==> src/rtl/pm_regblk_pkg.sv <==
package pm_regblk_pkg;

    // access size codes on bus_size
    localparam logic [1:0] SZ_BYTE = 2'd0;
    localparam logic [1:0] SZ_HALF = 2'd1;
    localparam logic [1:0] SZ_WORD = 2'd2;

    // register offsets inside the window
    localparam logic [5:0] OFS_STS  = 6'h00;
    localparam logic [5:0] OFS_EN   = 6'h02;
    localparam logic [5:0] OFS_CTRL = 6'h04;
    localparam logic [5:0] OFS_TMR  = 6'h08;

    // status bit positions and the implemented-bit mask
    localparam int STS_TMR_BIT    = 0;
    localparam int STS_GBL_BIT    = 5;
    localparam int STS_PWRBTN_BIT = 8;
    localparam int STS_RTC_BIT    = 10;
    localparam logic [15:0] STS_MASK = 16'h0521;

    // control fields
    localparam int CTRL_SCIEN_BIT = 0;
    localparam int CTRL_SUSP_BIT  = 13;
    localparam int CTRL_TYP_LO    = 10;
    localparam int CTRL_TYP_HI    = 12;

    // command port codes
    localparam logic [7:0] CMD_SCI_ON  = 8'hF1;
    localparam logic [7:0] CMD_SCI_OFF = 8'hF0;

    typedef enum logic [0:0] {
        PWR_RUN       = 1'b0,
        PWR_OFF_PULSE = 1'b1
    } pwr_state_e;

endpackage

==> src/rtl/pm_timer.sv <==
module pm_timer #(
    parameter int TMR_W = 24
) (
    input  logic             clk,
    input  logic             rst_n,
    input  logic             tick_en,
    output logic [TMR_W-1:0] tmr_q,
    output logic             msb_flip
);
    localparam int LOW_W = TMR_W - 1;

    always_ff @(posedge clk) begin
        if (!rst_n) begin
            tmr_q <= '0;
        end else if (tick_en) begin
            tmr_q <= tmr_q + 1'b1;
        end
    end

    // the next tick carries into (or out of) the top bit
    assign msb_flip = tick_en && (&tmr_q[LOW_W-1:0]);


    tmr_step_chk: assert property (@(posedge clk) disable iff (!rst_n)
        tick_en |=> tmr_q == TMR_W'($past(tmr_q) + 1'b1));


    tmr_hold_chk: assert property (@(posedge clk) disable iff (!rst_n)
        !tick_en |=> $stable(tmr_q));

endmodule

==> src/rtl/pm_evt_status.sv <==
module pm_evt_status
    import pm_regblk_pkg::*;
(
    input  logic        clk,
    input  logic        rst_n,
    input  logic        sts_wr,
    input  logic        en_wr,
    input  logic [15:0] wdata,
    input  logic        rtc_evt,
    input  logic        pwrbtn_evt,
    input  logic        gbl_evt,
    input  logic        tmr_flip,
    output logic [15:0] sts_q,
    output logic [15:0] en_q,
    output logic        sci
);
    logic [15:0] set_vec;
    logic [15:0] clr_vec;
    logic [15:0] sts_d;

    always_comb begin
        set_vec                 = '0;
        set_vec[STS_RTC_BIT]    = rtc_evt;
        set_vec[STS_PWRBTN_BIT] = pwrbtn_evt;
        set_vec[STS_GBL_BIT]    = gbl_evt;
        set_vec[STS_TMR_BIT]    = tmr_flip;
        clr_vec                 = sts_wr ? wdata : 16'h0000;
        // setting after clearing lets an event win over a same-cycle clear
        sts_d                   = ((sts_q & ~clr_vec) | set_vec) & STS_MASK;
    end

    always_ff @(posedge clk) begin
        if (!rst_n) begin
            sts_q <= '0;
            en_q  <= '0;
        end else begin
            sts_q <= sts_d;
            if (en_wr) begin
                en_q <= wdata;
            end
        end
    end

    assign sci = |(sts_q & en_q & STS_MASK);


    rtc_set_chk: assert property (@(posedge clk) disable iff (!rst_n)
        rtc_evt |=> sts_q[STS_RTC_BIT]);


    pwrbtn_set_chk: assert property (@(posedge clk) disable iff (!rst_n)
        pwrbtn_evt |=> sts_q[STS_PWRBTN_BIT]);


    w1c_clear_chk: assert property (@(posedge clk) disable iff (!rst_n)
        (sts_wr && set_vec == 16'h0000) |=> (sts_q & $past(wdata)) == 16'h0000);


    tmr_flag_chk: assert property (@(posedge clk) disable iff (!rst_n)
        tmr_flip |=> sts_q[STS_TMR_BIT]);


    sci_quiet_chk: assert property (@(posedge clk) disable iff (!rst_n)
        (en_q == 16'h0000) |-> !sci);

endmodule

==> src/rtl/pm_ctrl.sv <==
module pm_ctrl
    import pm_regblk_pkg::*;
(
    input  logic        clk,
    input  logic        rst_n,
    input  logic        ctrl_wr,
    input  logic [15:0] wdata,
    input  logic        smi_wr,
    input  logic [7:0]  smi_data,
    output logic [15:0] ctrl_q,
    output logic        poweroff_req
);
    pwr_state_e state_q;
    pwr_state_e state_d;
    logic       susp_req;

    assign susp_req = ctrl_wr && wdata[CTRL_SUSP_BIT]
                      && (wdata[CTRL_TYP_HI:CTRL_TYP_LO] == 3'b000);

    // control register; the command port acts after the bus write
    always_ff @(posedge clk) begin
        if (!rst_n) begin
            ctrl_q <= '0;
        end else begin
            if (ctrl_wr) begin
                ctrl_q                <= wdata;
                ctrl_q[CTRL_SUSP_BIT] <= 1'b0;
            end
            if (smi_wr && smi_data == CMD_SCI_ON) begin
                ctrl_q[CTRL_SCIEN_BIT] <= 1'b1;
            end else if (smi_wr && smi_data == CMD_SCI_OFF) begin
                ctrl_q[CTRL_SCIEN_BIT] <= 1'b0;
            end
        end
    end

    // state register
    always_ff @(posedge clk) begin
        if (!rst_n) begin
            state_q <= PWR_RUN;
        end else begin
            state_q <= state_d;
        end
    end

    // next state
    always_comb begin
        state_d = state_q;
        unique case (state_q)
            PWR_RUN:       if (susp_req) state_d = PWR_OFF_PULSE;
            PWR_OFF_PULSE: state_d = PWR_RUN;
            default:       state_d = PWR_RUN;
        endcase
    end

    // outputs
    always_comb begin
        poweroff_req = (state_q == PWR_OFF_PULSE);
    end


    pwroff_single_chk: assert property (@(posedge clk) disable iff (!rst_n)
        poweroff_req |=> !poweroff_req);


    pwroff_start_chk: assert property (@(posedge clk) disable iff (!rst_n)
        (susp_req && state_q == PWR_RUN) |=> poweroff_req);


    smi_on_chk: assert property (@(posedge clk) disable iff (!rst_n)
        (smi_wr && smi_data == CMD_SCI_ON) |=> ctrl_q[CTRL_SCIEN_BIT]);


    smi_off_chk: assert property (@(posedge clk) disable iff (!rst_n)
        (smi_wr && smi_data == CMD_SCI_OFF) |=> !ctrl_q[CTRL_SCIEN_BIT]);

endmodule

==> src/rtl/pm_regblk.sv <==
module pm_regblk
    import pm_regblk_pkg::*;
#(
    parameter int TMR_W = 24
) (
    input  logic        clk,
    input  logic        rst_n,
    input  logic        tick_en,
    input  logic        bus_valid,
    input  logic        bus_write,
    input  logic [5:0]  bus_addr,
    input  logic [1:0]  bus_size,
    input  logic [31:0] bus_wdata,
    input  logic        smi_wr,
    input  logic [7:0]  smi_data,
    input  logic        rtc_evt,
    input  logic        pwrbtn_evt,
    input  logic        gbl_evt,
    output logic [31:0] rd_data,
    output logic        sci,
    output logic        poweroff_req
);
    localparam int DATA_W = 32;
    localparam int PAD_W  = DATA_W - TMR_W;

    logic             rd_req;
    logic             wr_half;
    logic             sts_wr;
    logic             en_wr;
    logic             ctrl_wr;
    logic [TMR_W-1:0] tmr_q;
    logic             tmr_flip;
    logic [15:0]      sts_q;
    logic [15:0]      en_q;
    logic [15:0]      ctrl_q;
    logic [31:0]      rd_mux;

    assign rd_req  = bus_valid && !bus_write;
    assign wr_half = bus_valid && bus_write && (bus_size == SZ_HALF);
    assign sts_wr  = wr_half && (bus_addr == OFS_STS);
    assign en_wr   = wr_half && (bus_addr == OFS_EN);
    assign ctrl_wr = wr_half && (bus_addr == OFS_CTRL);

    pm_timer #(.TMR_W(TMR_W)) u_timer (
        .clk      (clk),
        .rst_n    (rst_n),
        .tick_en  (tick_en),
        .tmr_q    (tmr_q),
        .msb_flip (tmr_flip)
    );

    pm_evt_status u_status (
        .clk        (clk),
        .rst_n      (rst_n),
        .sts_wr     (sts_wr),
        .en_wr      (en_wr),
        .wdata      (bus_wdata[15:0]),
        .rtc_evt    (rtc_evt),
        .pwrbtn_evt (pwrbtn_evt),
        .gbl_evt    (gbl_evt),
        .tmr_flip   (tmr_flip),
        .sts_q      (sts_q),
        .en_q       (en_q),
        .sci        (sci)
    );

    pm_ctrl u_ctrl (
        .clk          (clk),
        .rst_n        (rst_n),
        .ctrl_wr      (ctrl_wr),
        .wdata        (bus_wdata[15:0]),
        .smi_wr       (smi_wr),
        .smi_data     (smi_data),
        .ctrl_q       (ctrl_q),
        .poweroff_req (poweroff_req)
    );

    always_comb begin
        rd_mux = '0;
        if (bus_size == SZ_HALF) begin
            unique case (bus_addr)
                OFS_STS:  rd_mux = {16'h0000, sts_q};
                OFS_EN:   rd_mux = {16'h0000, en_q};
                OFS_CTRL: rd_mux = {16'h0000, ctrl_q};
                default:  rd_mux = '0;
            endcase
        end else if (bus_size == SZ_WORD && bus_addr == OFS_TMR) begin
            rd_mux = {{PAD_W{1'b0}}, tmr_q};
        end
    end

    always_ff @(posedge clk) begin
        if (!rst_n) begin
            rd_data <= '0;
        end else if (rd_req) begin
            rd_data <= rd_mux;
        end
    end


    tmr_rd_pad_chk: assert property (@(posedge clk) disable iff (!rst_n)
        (rd_req && bus_size == SZ_WORD && bus_addr == OFS_TMR)
        |=> (rd_data >> TMR_W) == 32'h0);


    rd_hold_chk: assert property (@(posedge clk) disable iff (!rst_n)
        !rd_req |=> $stable(rd_data));


    wide_wr_ignored_chk: assert property (@(posedge clk) disable iff (!rst_n)
        (bus_valid && bus_write && bus_size != SZ_HALF) |=> $stable(en_q));

endmodule

==> config.mk <==
export PLATFORM = sky130hd
export DESIGN_NAME = pm_regblk
export DESIGN_NICKNAME = d
export VERILOG_FILES = /design/src/rtl/pm_regblk_pkg.sv /design/src/rtl/pm_timer.sv /design/src/rtl/pm_evt_status.sv /design/src/rtl/pm_ctrl.sv /design/src/rtl/pm_regblk.sv
export SDC_FILE = /design/constraint.sdc
export NUM_CORES = 1
export LEC_CHECK = 0
export BUFFER_PORTS_ARGS = -buffer_cell sky130_fd_sc_hd__clkbuf_2
export CELL_PAD_IN_SITES_DETAIL_PLACEMENT = 1
export CELL_PAD_IN_SITES_GLOBAL_PLACEMENT = 1
export CORE_AREA = 2 2 125 127
export DETAILED_ROUTE_END_ITERATION = 8
export DIE_AREA = 0 0 127 129
export HOLD_SLACK_MARGIN = 0.1
export PLACE_DENSITY_LB_ADDON = 0.25
export REMOVE_ABC_BUFFERS = 1
export SYNTH_ARGS = -nofsm -noshare
export SYNTH_HDL_FRONTEND = slang
export SYNTH_SLANG_ARGS = --single-unit
==> constraint.sdc <==
create_clock -name clk -period 2.3 [get_ports clk]
set_clock_uncertainty 0.1 [all_clocks]
set_input_delay 0.115 -clock clk [delete_from_list [all_inputs] [get_ports clk]]
set_output_delay 0.115 -clock clk [all_outputs]
set_load 0.01 [all_outputs]
* After elaboration in Yosys (flattened, before gate mapping)
Cells that the tools add are included.
Widths: inputs -> output; s select.
** Word-level totals
- Bits in registers :: 92
- Bits in latches :: 0
- Bits in writable memories :: 0
- Bits in read-only memories :: 0
- Input port bits :: 57
- Output and inout bits :: 34
- Word-level logic and storage cells :: 47
- Memories kept :: 0
** Operators by class
- $add $sub $neg :: 1
- Multipliers :: 0
- Divide/modulo/power cells :: 0
- Order comparisons :: 0
- Eq/ne operators :: 7
- Shift operators :: 0
- Mux-type cells :: 9
- Bitwise operators :: 5
- Reduce and logical (&&, ||, !) cells :: 18
** Operators with widths (count)
- $pmux 16 s3 :: 1
- $mux 32 :: 1
- $add 24x1->24 const B :: 1
- $mux 24 :: 1
- $reduce_and 23->1 :: 1
- $and 11x11->11 :: 2
- $eq 8x8->1 const B :: 2
- $logic_and 1x1->1 :: 12
- $mux 11 :: 1
- $not 11->11 :: 1
- $or 11x11->11 :: 1
- $eq 6x2->1 const B :: 1
- $eq 6x3->1 const B :: 1
- $eq 6x4->1 const B :: 1
- $logic_not 6->1 :: 1
- $mux 1 :: 4
- $reduce_or 4->1 :: 1
- $logic_not 3->1 :: 1
- $reduce_bool 3->1 :: 1
- $eq 2x1->1 const B :: 1
- $eq 2x2->1 const B :: 1
- $pmux 1 s2 :: 1
- $logic_not 1->1 :: 1
- $not 1->1 :: 1

* Logic depth before layout (Yosys ltp)
Gate-level depths: netlist of run 1.
- Depth in word-level cells :: 7
- Gate-level depth with buffers :: 7
- Gate-level depth less buffers :: 5

* Hierarchy
A second synthesis of run 1 with hierarchy kept.
** Second synthesis, totals
- Cells, all modules :: 433
- Area, all modules :: 4140.2 µm²
** Modules (own cells, without submodules)
- pm_regblk :: times used 1, cells each 170, area each 1544.0 µm², sequential area each 480.5 µm²
- pm_timer :: times used 1, cells each 122, area each 1083.5 µm², sequential area each 480.5 µm²
- pm_evt_status :: times used 1, cells each 84, area each 872.1 µm², sequential area each 400.4 µm²
- pm_ctrl :: times used 1, cells each 57, area each 640.6 µm², sequential area each 320.3 µm²

* Least setup slack after synthesis of run 1
Ideal clock, no wire load.
- Path type :: flip-flop to flip-flop
- Start :: reg u_timer.tmr_q[0]
- End :: reg u_timer.tmr_q[22]
- Library setup time :: 70 ps
- Arrival time :: 1496 ps
- Required time :: 2130 ps
- Slack :: 633 ps
- Stages on the path, launching flop included :: 6
- Path buffers :: 0
- Period minus slack after synthesis :: 1667 ps
- Cells stage by stage :: dfxtp_1 -> ha_1 -> and4_1 -> nand4_1 -> or3_1 -> a21oi_1
** On the way
- Word-level cells in the longest chain between the ends :: 1
** Ends and longest elaborated chain
- from (decl) :: RTL line pm_timer.sv:7 : output logic [TMR_W-1:0] tmr_q,
- from (signal assigned) :: RTL line pm_timer.sv:16 : tmr_q <= tmr_q + 1'b1;
- $add 24x1->24 :: RTL line pm_timer.sv:16
No other way between the ends.
A chain may end at the register's enable or synchronous reset.

* Final worst setup path of run 1
- Start :: reg u_timer.tmr_q[1]
- End :: reg u_timer.tmr_q[20]
The elaborated chain is that of the path after synthesis.

==> metrics list, run 1 <==
- Dividing total power by cell area gives a power density of 678 nW/um^2.
- CP Class: flop to flop
- The path class of the tightest hold or removal check is primary input to flop.
* Period Utilization, post-route: 0.852
* Startpoint Class: flop
* Via count of the routed design: approximately 3,400
- Clock tree buffer depth: 2
- Synthesis produced 429 cells.
- Die footprint: 16,400 um^2
- Width of the die: 127 um
- The worst path needs 1.96 ns of the cycle, external delays included.
* H-tree levels: 3
- In this run the cell area of the synthesized design comes to 3670 um^2.
- Post-synthesis cell type count: 43
- Slowest cell on the critical path: sky130_fd_sc_hd__or3_1
- The number of global-route vias before repair is 3,540.
- At the worst endpoint, the arrival time is roughly 2.1 ns.
* Share of synthesized registers carrying an async set or reset: 0
* Final worst setup slack: 0.340 ns
* Number of maximum-capacitance constraint violations: 0
* CP peak stage delay: roughly 0.46 ns
- Number of antenna violations at the first check in global routing: 0
- Final-report max-slew violation count: 0
- around 90 I/O pins were placed.
* Final design area excluding fillers: 4750 um^2
* Nets: about 580
* Area of the core region: 15,000 um^2
- Cells along the critical path: ha_1 > and4_1 > nand4_1 > or3_1 > a21oi_1
* Most frequent standard cell in the layout excluding fill and tap cells: sky130_fd_sc_hd__dfxtp_1
- Among all flip-flop cells after synthesis, the most frequent one is sky130_fd_sc_hd__dfxtp_1.
- In the routed layout, each cell is associated on average with a via count of 4.84.
- Yosys reg bits: 84
- DR iter-0 viols: 98
- Row Count: between 40 and 50
- The analysis attributes to cell leakage a power of between 1.5 and 2 nW.
* FF+latch area: 1680 um^2
- Start point of the worst hold path: bus_addr[2]
- The cell family contributing the most delay on the critical path is simple AND/OR/NAND/NOR gates.
- The first global-routing pass estimated 18,300 um of wire.
* Worst path buffer plus inverter count: 0
- Routed WL: roughly 11,000 um
- Clock edge transition at the registers on the reported setup and hold paths: 0.06 ns
- PnR Total Power: 3.22 mW
* Remaining number of nets flagged by the antenna check after routing: 0
- Hold Fails Final Rpt: 0
- Number of synthesized flops with an enable pin: 0
- Starting density of the core: 0.245
* Final Util: 0.317
- Across the VDD grid, the largest voltage drop is 0.419 mV.
- Before CTS, the worst setup slack after placement is approximately 0.35 ns.
* Number of post-CTS setup repair buffers: 0
* Height of the die: 129 um
- In this run the clock root is driven by a sky130_fd_sc_hd__clkbuf_16.
* Number of buffers added by the clock tree synthesis step: 9
- After legalization and detailed placement, the total HPWL measured 7990 um.
* Required time of the worst setup path: 2.46 ns
* Aggregate global-route resource usage: 0.143
- Critical Path Sink Type: flop
- WL per Instance: 15.9 um
- Setup repair after global routing left no endpoint under its margin.
* Highest Clock Rate: 510 MHz
- Setup TNS Final: 0 ns
- Clock latency at the later pin of the worst-skew pair: 0.34 ns
- Clock tree synthesis found a total of 84 sinks.
- The multi-input combinational cells in the finished layout cover a total of 1810 um^2.
* Critical Path Fanout Max: 9
* Synthesis-to-layout area growth: 29.6%
- Remaining global-route overflow: 0
* Number of input and output port buffers inserted: 66
- Part of the Yosys area used for sequential elements: 0.458
* Most frequent cells in the layout: 84 x sky130_fd_sc_hd__dfxtp_1, 66 x sky130_fd_sc_hd__clkbuf_2, 59 x sky130_fd_sc_hd__a21oi_1, 51 x sky130_fd_sc_hd__nand2_1, 35 x sky130_fd_sc_hd__nor2_1
* Post-synthesis area per instance: 8.55 um^2
- Of the cells placed in the final design, the portion with a size suffix greater than 1 is 0.204.
- Fill cells in the final layout number 1,810.
- Post-cts resize count: 0
- Entering global routing, the biggest net connects 31 pins.
* Measured slew at the worst slew-check pin: 0.649 ns
- The repair_antennas step left the layout with diodes totalling 0.
- TritonRoute pass-1 iters: 4
* Critical R2R Launch: u_timer.tmr_q[1]
* Startpoint of the worst setup timing path: u_timer.tmr_q[1]
- Measured against its own limit, the worst slew margin works out to 0.567.
* Outcome: finished, final reports clean
- Post-route DRC: 0
- TritonCTS built the clock tree.
- Global placement routability congestion: between 0.7 and 0.8
- The Yosys step of the flow raised 0 warnings.
- Setup violations, final: 0
- Placed Area: roughly 4200 um^2
timing repair:
item	4_1_cts	5_1_grt
hold endpoints to repair	39	0
endpoints found under the setup margin	0	0
hold buffers	24	0
cells in the mapped netlist, types with 4 or more instances:
master                      count  area share
sky130_fd_sc_hd__inv_1          4      0.0041
sky130_fd_sc_hd__clkbuf_1      12       0.012
sky130_fd_sc_hd__a31oi_1        4      0.0068
sky130_fd_sc_hd__nand3_1       17       0.023
sky130_fd_sc_hd__and3_1         5      0.0085
sky130_fd_sc_hd__xor2_1         6       0.014
sky130_fd_sc_hd__nand4_1        8       0.014
sky130_fd_sc_hd__xnor2_1        7       0.017
sky130_fd_sc_hd__a22oi_1       13       0.027
sky130_fd_sc_hd__nand2b_1       4      0.0068
sky130_fd_sc_hd__o2bb2ai_1      4      0.0095
sky130_fd_sc_hd__o21ai_0       29       0.040
sky130_fd_sc_hd__buf_4          9       0.018
sky130_fd_sc_hd__dfxtp_1       84        0.46
sky130_fd_sc_hd__or3_1          9       0.015
sky130_fd_sc_hd__buf_2         12       0.016
sky130_fd_sc_hd__nor2_1        35       0.036
sky130_fd_sc_hd__and4_1         6       0.014
sky130_fd_sc_hd__nand2_1       51       0.052
sky130_fd_sc_hd__a21oi_1       59       0.080
sky130_fd_sc_hd__mux2i_1       22       0.060
path summary, 6_finish.rpt:
check                                      endpoint  slack, ns  cells after the start
worst max-delay path              u_timer.tmr_q[20]       0.34                      5
worst min-delay path            u_ctrl.poweroff_req       0.16                      3
worst min register to register  u_ctrl.poweroff_req       0.32                      1
worst max register to register    u_timer.tmr_q[20]       0.34                      5
cell families (layout without fill, tap and decap cells):
group / count (synthesis) / after routing / synth area share
xor+xnor: 13 / 13 / 0.0310
compound gates: 113 / 113 / 0.173
fa+ha+maj: 1 / 1 / 0.00341
mux: 22 / 22 / 0.0600
other cells: 1 / 8 / 0.00102
simple gates: 155 / 155 / 0.217
flops: 84 / 84 / 0.458
buf+inv: 40 / 128 / 0.0563
stage by stage:
step | hold slack, ns | std cells
CTS | 0.142 | 712
finish | 0.160 | 712
detailed placement | 0.246 | 672
global placement | 0.238 | 672
global route | 0.176 | 712
floorplan | 0.115 | 401
final cells by class:
| type | count | area share |
|---|---|---|
| tap | 188 | 0.0495 |
| multi-input combinational | 312 | 0.380 |
| clock inverter | 5 | 0.0126 |
| timing repair buffer | 107 | 0.147 |
| sequential | 84 | 0.354 |
| clock buffer | 11 | 0.0532 |
| inverter | 5 | 0.00395 |
sequential cells by signal (all words and copies together), names as in the netlist:
signal,cells
rd_data,24
u_ctrl.ctrl_q,15
u_ctrl.poweroff_req,1
u_status.en_q,16
u_status.sts_q,4
u_timer.tmr_q,24
power by group:
group,internal [mW],total (mW),switching [mW]
Sequential,1.48,1.50,0.0181
Clock,0.903,1.50,0.601
Combinational,0.0974,0.222,0.124
metal layers:
metal  global-route usage  vias to the layer above  wire length [um]
met5                    0                        -                 0
met4               0.0446                        0               139
met3               0.0320                        9               337
met2                0.250                       69              5570
met1                0.175                     1681              5270
li1                     -                     1688                 -
tightest hold or removal path: cells and delay by family:
| family | cells | cell delay [ns] |
|---|---|---|
| buffers and inverters | 1 | 0.21 |
| and+or+nand+nor | 2 | 0.22 |
Note: power is estimated with default switching activity, not from simulation.
==> run 2, diff against run 1 <==
--- a/config.mk
+++ b/config.mk
@@ -12,7 +12,7 @@
 export DETAILED_ROUTE_END_ITERATION = 8
 export DIE_AREA = 0 0 127 129
 export HOLD_SLACK_MARGIN = 0.1
-export PLACE_DENSITY_LB_ADDON = 0.25
+export PLACE_DENSITY_LB_ADDON = 0.05
 export REMOVE_ABC_BUFFERS = 1
 export SYNTH_ARGS = -nofsm -noshare
 export SYNTH_HDL_FRONTEND = slang
==> run 2 against run 1 <==
  * Critical path depth is the same
  * Die area unchanged
  * Highest routed layer unchanged
  * Cell count rose by 0.14%
  * Sequential share of layout area is 0.40 points lower
  * Largest cell class unchanged
==> metrics list, run 2 (same netlist as run 1, synthesis figures left out) <==
- Number of maximum-capacitance constraint violations: 0
- Setup violations remaining at the end of the flow were counted as 0.
- Crit. path cell count: 5
* Final critical-path required period: 2.02 ns
- Aggregate global-route resource usage: 0.159
- Clock tree synthesis selected as its root buffer the cell sky130_fd_sc_hd__clkbuf_16.
* Number of sinks on the clock net: 84
* Area of the core region: 15,000 um^2
* Remaining number of nets flagged by the antenna check after routing: 0
- The hold violation count in the final report came to 0.
- Headroom to the max-slew limit came out at 0.604.
* Placed Area: about 4200 um^2
- Data on the critical path arrives at its endpoint at 2.19 ns.
- Outcome: finished, final reports clean
- The count of buffers added on input and output ports is 66.
- Cells along the critical path: ha_1 > and4_1 > nand4_1 > or3_1 > a21oi_1
- The floorplan has 45 rows.
* Global placement routability congestion: 0.710
- CP peak stage delay: 0.47 ns
- Measured slew at the worst slew-check pin: 0.589 ns
- TritonRoute pass-1 iters: 4
* Via count of the routed design: around 3,400
- Family with the most delay on the worst path: simple AND/OR/NAND/NOR gates
- Setup repair after global routing left no endpoint under its margin.
* Pin count of the biggest net entering global routing: 32
* Leakage: 1.97 nW
- Fraction of layout cells with a size suffix above 1: 0.208
- Once layout is done, the placed cells without fillers occupy 4810 um^2.
- The number of global-route vias before repair was 3,641.
* Pre-CTS worst setup slack: 0.269 ns
* Highest Clock Rate: 496 MHz
- Critical Path Sink Type: flop
- The die is 127 um wide.
- VDD sags by at most 0.388 mV.
- The worst hold path passes through 3 cells.
- Clock latency at the later pin of the worst-skew pair: 0.34 ns
* Required time of the worst setup path: 2.48 ns
- WL per Instance: 17.2 um
- Dividing the detail-routed via count by the number of cells gives 4.78.
- For this run the aggregate overflow at the end of global routing stands at 0.
- Startpoint Class: flop
- Synthesis-to-layout area growth: 31.0%
- Dividing total power by cell area gives a power density of 718 nW/um^2.
- In this run the most used layer during global routing was met2.
* Most frequent standard cell in the layout excluding fill and tap cells: sky130_fd_sc_hd__dfxtp_1
- Critical Path Fanout Max: 9
* Period Utilization, post-route: 0.876
- Post-cts resize count: 0
* Starting density of the core: 0.245
* Number of buffers added by the clock tree synthesis step: 9
- During I/O placement, the number of pins put on the boundary was a little over 90.
- On the critical path, the stage with the largest delay is an instance of sky130_fd_sc_hd__or3_1.
* Biggest registers after layout: rd_data (24), u_timer.tmr_q (24), u_status.en_q (16)
- Summed over all nets, the half-perimeter wirelength after detailed placement is approximately 8500 um.
* First-pass GRT wire length: 19,800 um
* DR iter-0 viols: 111
- Leaving out fill and tap cells, the most frequent cells in the layout are 84 x sky130_fd_sc_hd__dfxtp_1, 66 x sky130_fd_sc_hd__clkbuf_2, 59 x sky130_fd_sc_hd__a21oi_1, 51 x sky130_fd_sc_hd__nand2_1, 35 x sky130_fd_sc_hd__nor2_1.
* Post-route DRC: 0
- Global routing met1 resource utilization: 0.195
- Die footprint: 16,400 um^2
- Nets: 578
- Cell depth of the worst flop-to-flop path: 5
- Number of antenna violations at the first check in global routing: 0
* Setup TNS Final: 0 ns
- Final worst setup slack: 0.284 ns
- For met3 alone, demand over resource in global routing was 0.0349.
- Height of the die: 129 um
- H-tree levels: 3
- Clock tree buffer depth: 2
- Routed WL: 12,300 um
* Met2 Usage GRT: 0.280
* Worst path buffer plus inverter count: 0
- The number of antenna diodes in the final layout is 0.
- The max-slew violation count came to 0.
* Worst min-delay path category: primary input to flop
* TritonCTS clock tree: built
- Clock edge transition at the registers on the reported setup and hold paths: 0.06 ns
- CP Class: flop to flop
- The layout has 1,786 filler cells.
==> run 2: path summary, 6_finish.rpt <==
kind	startpoint	end	slack, ns
hold reg to reg	u_ctrl.poweroff_req	u_ctrl.poweroff_req	0.31
setup reg to reg	u_timer.tmr_q[0]	u_timer.tmr_q[22]	0.28
hold / removal	bus_addr[2]	u_ctrl.poweroff_req	0.14
setup / recovery	u_timer.tmr_q[0]	u_timer.tmr_q[22]	0.28
==> run 2: metrics by stage <==
stage	hold slack (ns)	power, mW	util	std cells
finish	0.141	3.45	0.321	713
global route	0.141	3.60	0.321	713
floorplan	0.115	1.61	-	401
detailed placement	0.243	1.73	0.283	675
global placement	0.236	1.73	0.283	675
CTS	0.133	3.52	0.321	713
==> run 2: area by class of cell <==
cell class / count / area, um^2 / share of cell area
multi-input combinational: 312 / 1810 / 0.376
sequential: 84 / 1680 / 0.350
timing repair buffer: 108 / 713 / 0.148
clock buffer: 12 / 256 / 0.0534
tap: 188 / 235 / 0.0489
clock inverter: 4 / 95.1 / 0.0198
inverter: 5 / 18.8 / 0.00390
==> run 2: what timing repair did <==
item,in CTS,in global routing
buffers inserted,0,0
setup endpoints to repair,0,0
hold buffers,22,0
hold endpoints to repair,39,0
==> run 2: per-layer routing <==
| metal | share of wire | up-vias |
|---|---|---|
| met5 | 0 | - |
| met1 | 0.47 | 1652 |
| met4 | 0.011 | 0 |
| li1 | - | 1684 |
| met2 | 0.48 | 61 |
| met3 | 0.033 | 9 |
==> run 2: worst reg2reg max path, cell delays in order (launching register included) <==
cell and delay [ns]:
sky130_fd_sc_hd__dfxtp_1 0.39, sky130_fd_sc_hd__ha_1 0.21, sky130_fd_sc_hd__and4_1 0.26, sky130_fd_sc_hd__nand4_1 0.38
sky130_fd_sc_hd__or3_1 0.47, sky130_fd_sc_hd__a21oi_1 0.13
==> run 2: power by group <==
group / switching (mW) / internal [mW] / total (mW)
Clock: 0.607 / 1.12 / 1.73
Sequential: 0.0168 / 1.48 / 1.50
Combinational: 0.130 / 0.0999 / 0.229
Total: 0.753 / 2.70 / 3.45
==> run 3, diff against run 2 <==
==> constraint.sdc (replaced) <==
create_clock -name clk -period 2.3 [get_ports clk]
set_clock_uncertainty 0.1 [all_clocks]
set_input_delay 0 -clock clk [delete_from_list [all_inputs] [get_ports clk]]
set_output_delay 0 -clock clk [all_outputs]
set_load 0.01 [all_outputs]
==> run 3 against run 2 <==
  * Wire length grew 0.55%
  * Power fell by 9.2%
  * Hold slack got worse by 0.0025 ns
  * Critical path type is now primary input to flop
==> metrics list, run 3 (same netlist as run 1, synthesis figures left out) <==
- Outcome: finished, final reports clean
- After detailed routing, the number of remaining DRC violations is 0.
* Most used cell, CP: sky130_fd_sc_hd__dlygate4sd3_1
- Signal arrival time at the worst endpoint: 2.37 ns
- The floorplan has 45 rows.
- STA classifies the critical path startpoint as a primary input.
* Clock tree buffer depth: 2
- Number of antenna violations at the first check in global routing: 0
- The hold violation count in the final report came to 0.
- Leakage: 1.93 nW
- The initial utilization of the core area, before any placement, comes to 0.245.
* DR iter-0 viols: 119
- Dividing the final minimum period by the clock period gives 0.943.
- The die covers around 16,000 um^2.
* Cell chosen for the clock root: sky130_fd_sc_hd__clkbuf_16
- Final-report max-slew violation count: 0
- The worst setup path is captured at a flop.
* Setup violations, final: 0
- Setup repair after global routing left no endpoint under its margin.
* TritonCTS clock tree: built
* Remaining number of nets flagged by the antenna check after routing: 0
* Slowest cell on the critical path: sky130_fd_sc_hd__dlygate4sd3_1
* Clock edge transition at the registers on the reported setup and hold paths: roughly 0.07 ns
- For the worst-skew pair, the clock arrives at the later sink with an insertion delay of ~0.36 ns.
- The first global-routing pass estimated 19,500 um of wire.
- Number of maximum-capacitance constraint violations: 0
- The clock net in this run drives a total of 84 sinks.
- The number of global-route vias before repair is 3,591.
- Width of the die: 127 um
- For this run the aggregate overflow at the end of global routing stands at 0.
- Measured slew at the worst slew-check pin: between 0.7 and 0.8 ns
* Number of buffers added by the clock tree synthesis step: 9
- Power per cell area: 657 nW/um^2
* Required time of the worst setup path: 2.50 ns
- The library cells used most frequently in the layout, excluding fill and tap cells, are 84 x sky130_fd_sc_hd__dfxtp_1, 66 x sky130_fd_sc_hd__clkbuf_2, 59 x sky130_fd_sc_hd__a21oi_1, 51 x sky130_fd_sc_hd__nand2_1, 34 x sky130_fd_sc_hd__nor2_1.
- In this run the count of I/O pins placed on the die edge is 91.
* Aggregate global-route resource usage: 0.157
- Across the VDD grid, the largest voltage drop is 0.375 mV.
* Worst Hold Margin: about 0.14 ns
- Highest Clock Rate: 461 MHz
- For this run, the detailed router's first-pass iteration total came to 4.
- Sum of net half-perimeters after detailed placement: 8350 um
- Dividing the detail-routed wire length by the instance count gives 17.2 um.
- At the end of routability-driven placement, the weighted congestion stood at 0.689.
* Critical Path Fanout Max: 7
- In this run the number of H-tree levels came out at 3.
- The largest registers in the layout are rd_data (24), u_timer.tmr_q (24), u_status.en_q (16).
- Synthesis-to-layout area growth: 30.0%
- CP Class: primary input to flop
- Most frequent standard cell in the layout excluding fill and tap cells: sky130_fd_sc_hd__dfxtp_1
- Fraction of layout cells with a size suffix above 1: 0.206
- The floorplan step set the die height to 129 um.
- Antenna cell count: 0
- The design draws 3.13 mW.
* Final critical-path required period: approximately 2.2 ns
- Setup TNS Final: 0 ns
- Worst min-delay path category: primary input to flop
- Routed WL: 12,300 um
* Nets: 582
* Worst slew margin relative to its limit: 0.511
* Number of input and output port buffers inserted: 66
- CP peak stage delay: around 0.57 ns
- Via count of the routed design: 3,441
* Vias per Instance: 4.80
- Pin count of the biggest net entering global routing: 34
- Cells along the critical path: dlygate4sd3_1 > clkbuf_2 > or4_4 > nor4_4 > buf_4 > nand2_1 > a31oi_1 > dlygate4sd3_1
- The core region is 15,000 um^2.
* Worst-case register-to-register setup slack: 0.28 ns
[run 3: layer usage]
layer	global-route usage	routed length, um	part of all wire
met5	0	0	0
met4	0.0517	165	0.013
met2	0.269	5930	0.48
met1	0.195	5820	0.47
met3	0.0378	428	0.035
[run 3: path summary, 6_finish.rpt]
path | cells past startpoint | to | start
setup reg to reg | 5 | u_timer.tmr_q[22] | u_timer.tmr_q[0]
setup / recovery | 8 | u_ctrl.ctrl_q[0] | bus_addr[4]
hold reg to reg | 1 | u_ctrl.poweroff_req | u_ctrl.poweroff_req
hold / removal | 5 | rd_data[5] | bus_size[0]
[run 3: per-stage QoR]
step	area [um^2]	setup WS [ns]	util	std cells
detailed placement	4210	0.224	0.281	673
CTS	4770	0.0568	0.318	717
finish	4770	0.130	0.318	717
global route	4770	0.0222	0.318	717
global placement	4210	0.269	0.281	673
floorplan	3510	0.487	-	401
[run 3: final cells by class]
type / instances / area [um^2]
Clock buffer: 10 / 239
Clock inverter: 6 / 40.0
Fill cell: 1805 / 10200
Inverter: 5 / 18.8
Multi-Input combinational cell: 312 / 1810
Sequential cell: 84 / 1680
Tap cell: 188 / 235
Timing Repair Buffer: 112 / 746
[run 3: repair_timing]
action	in CTS	in global routing
endpoints found under the setup margin	0	1
hold buffers	28	0
setup buffers	0	0
endpoints found under the hold margin	57	0
gates resized for setup	0	1
[run 3: power breakdown]
| part | total, mW | internal [mW] | switching (mW) |
|---|---|---|---|
| clock network | 1.41 | 0.758 | 0.648 |
| registers | 1.49 | 1.48 | 0.0166 |
| logic | 0.233 | 0.103 | 0.131 |
| total | 3.13 | 2.34 | 0.795 |
[run 3: worst max-delay path, delay by kind of cell]
kind / cells / cell delay [ns]
AOI/OAI and AO/OA: 1 / 0.15
and+or+nand+nor: 3 / 0.76
buffers and inverters: 4 / 1.44
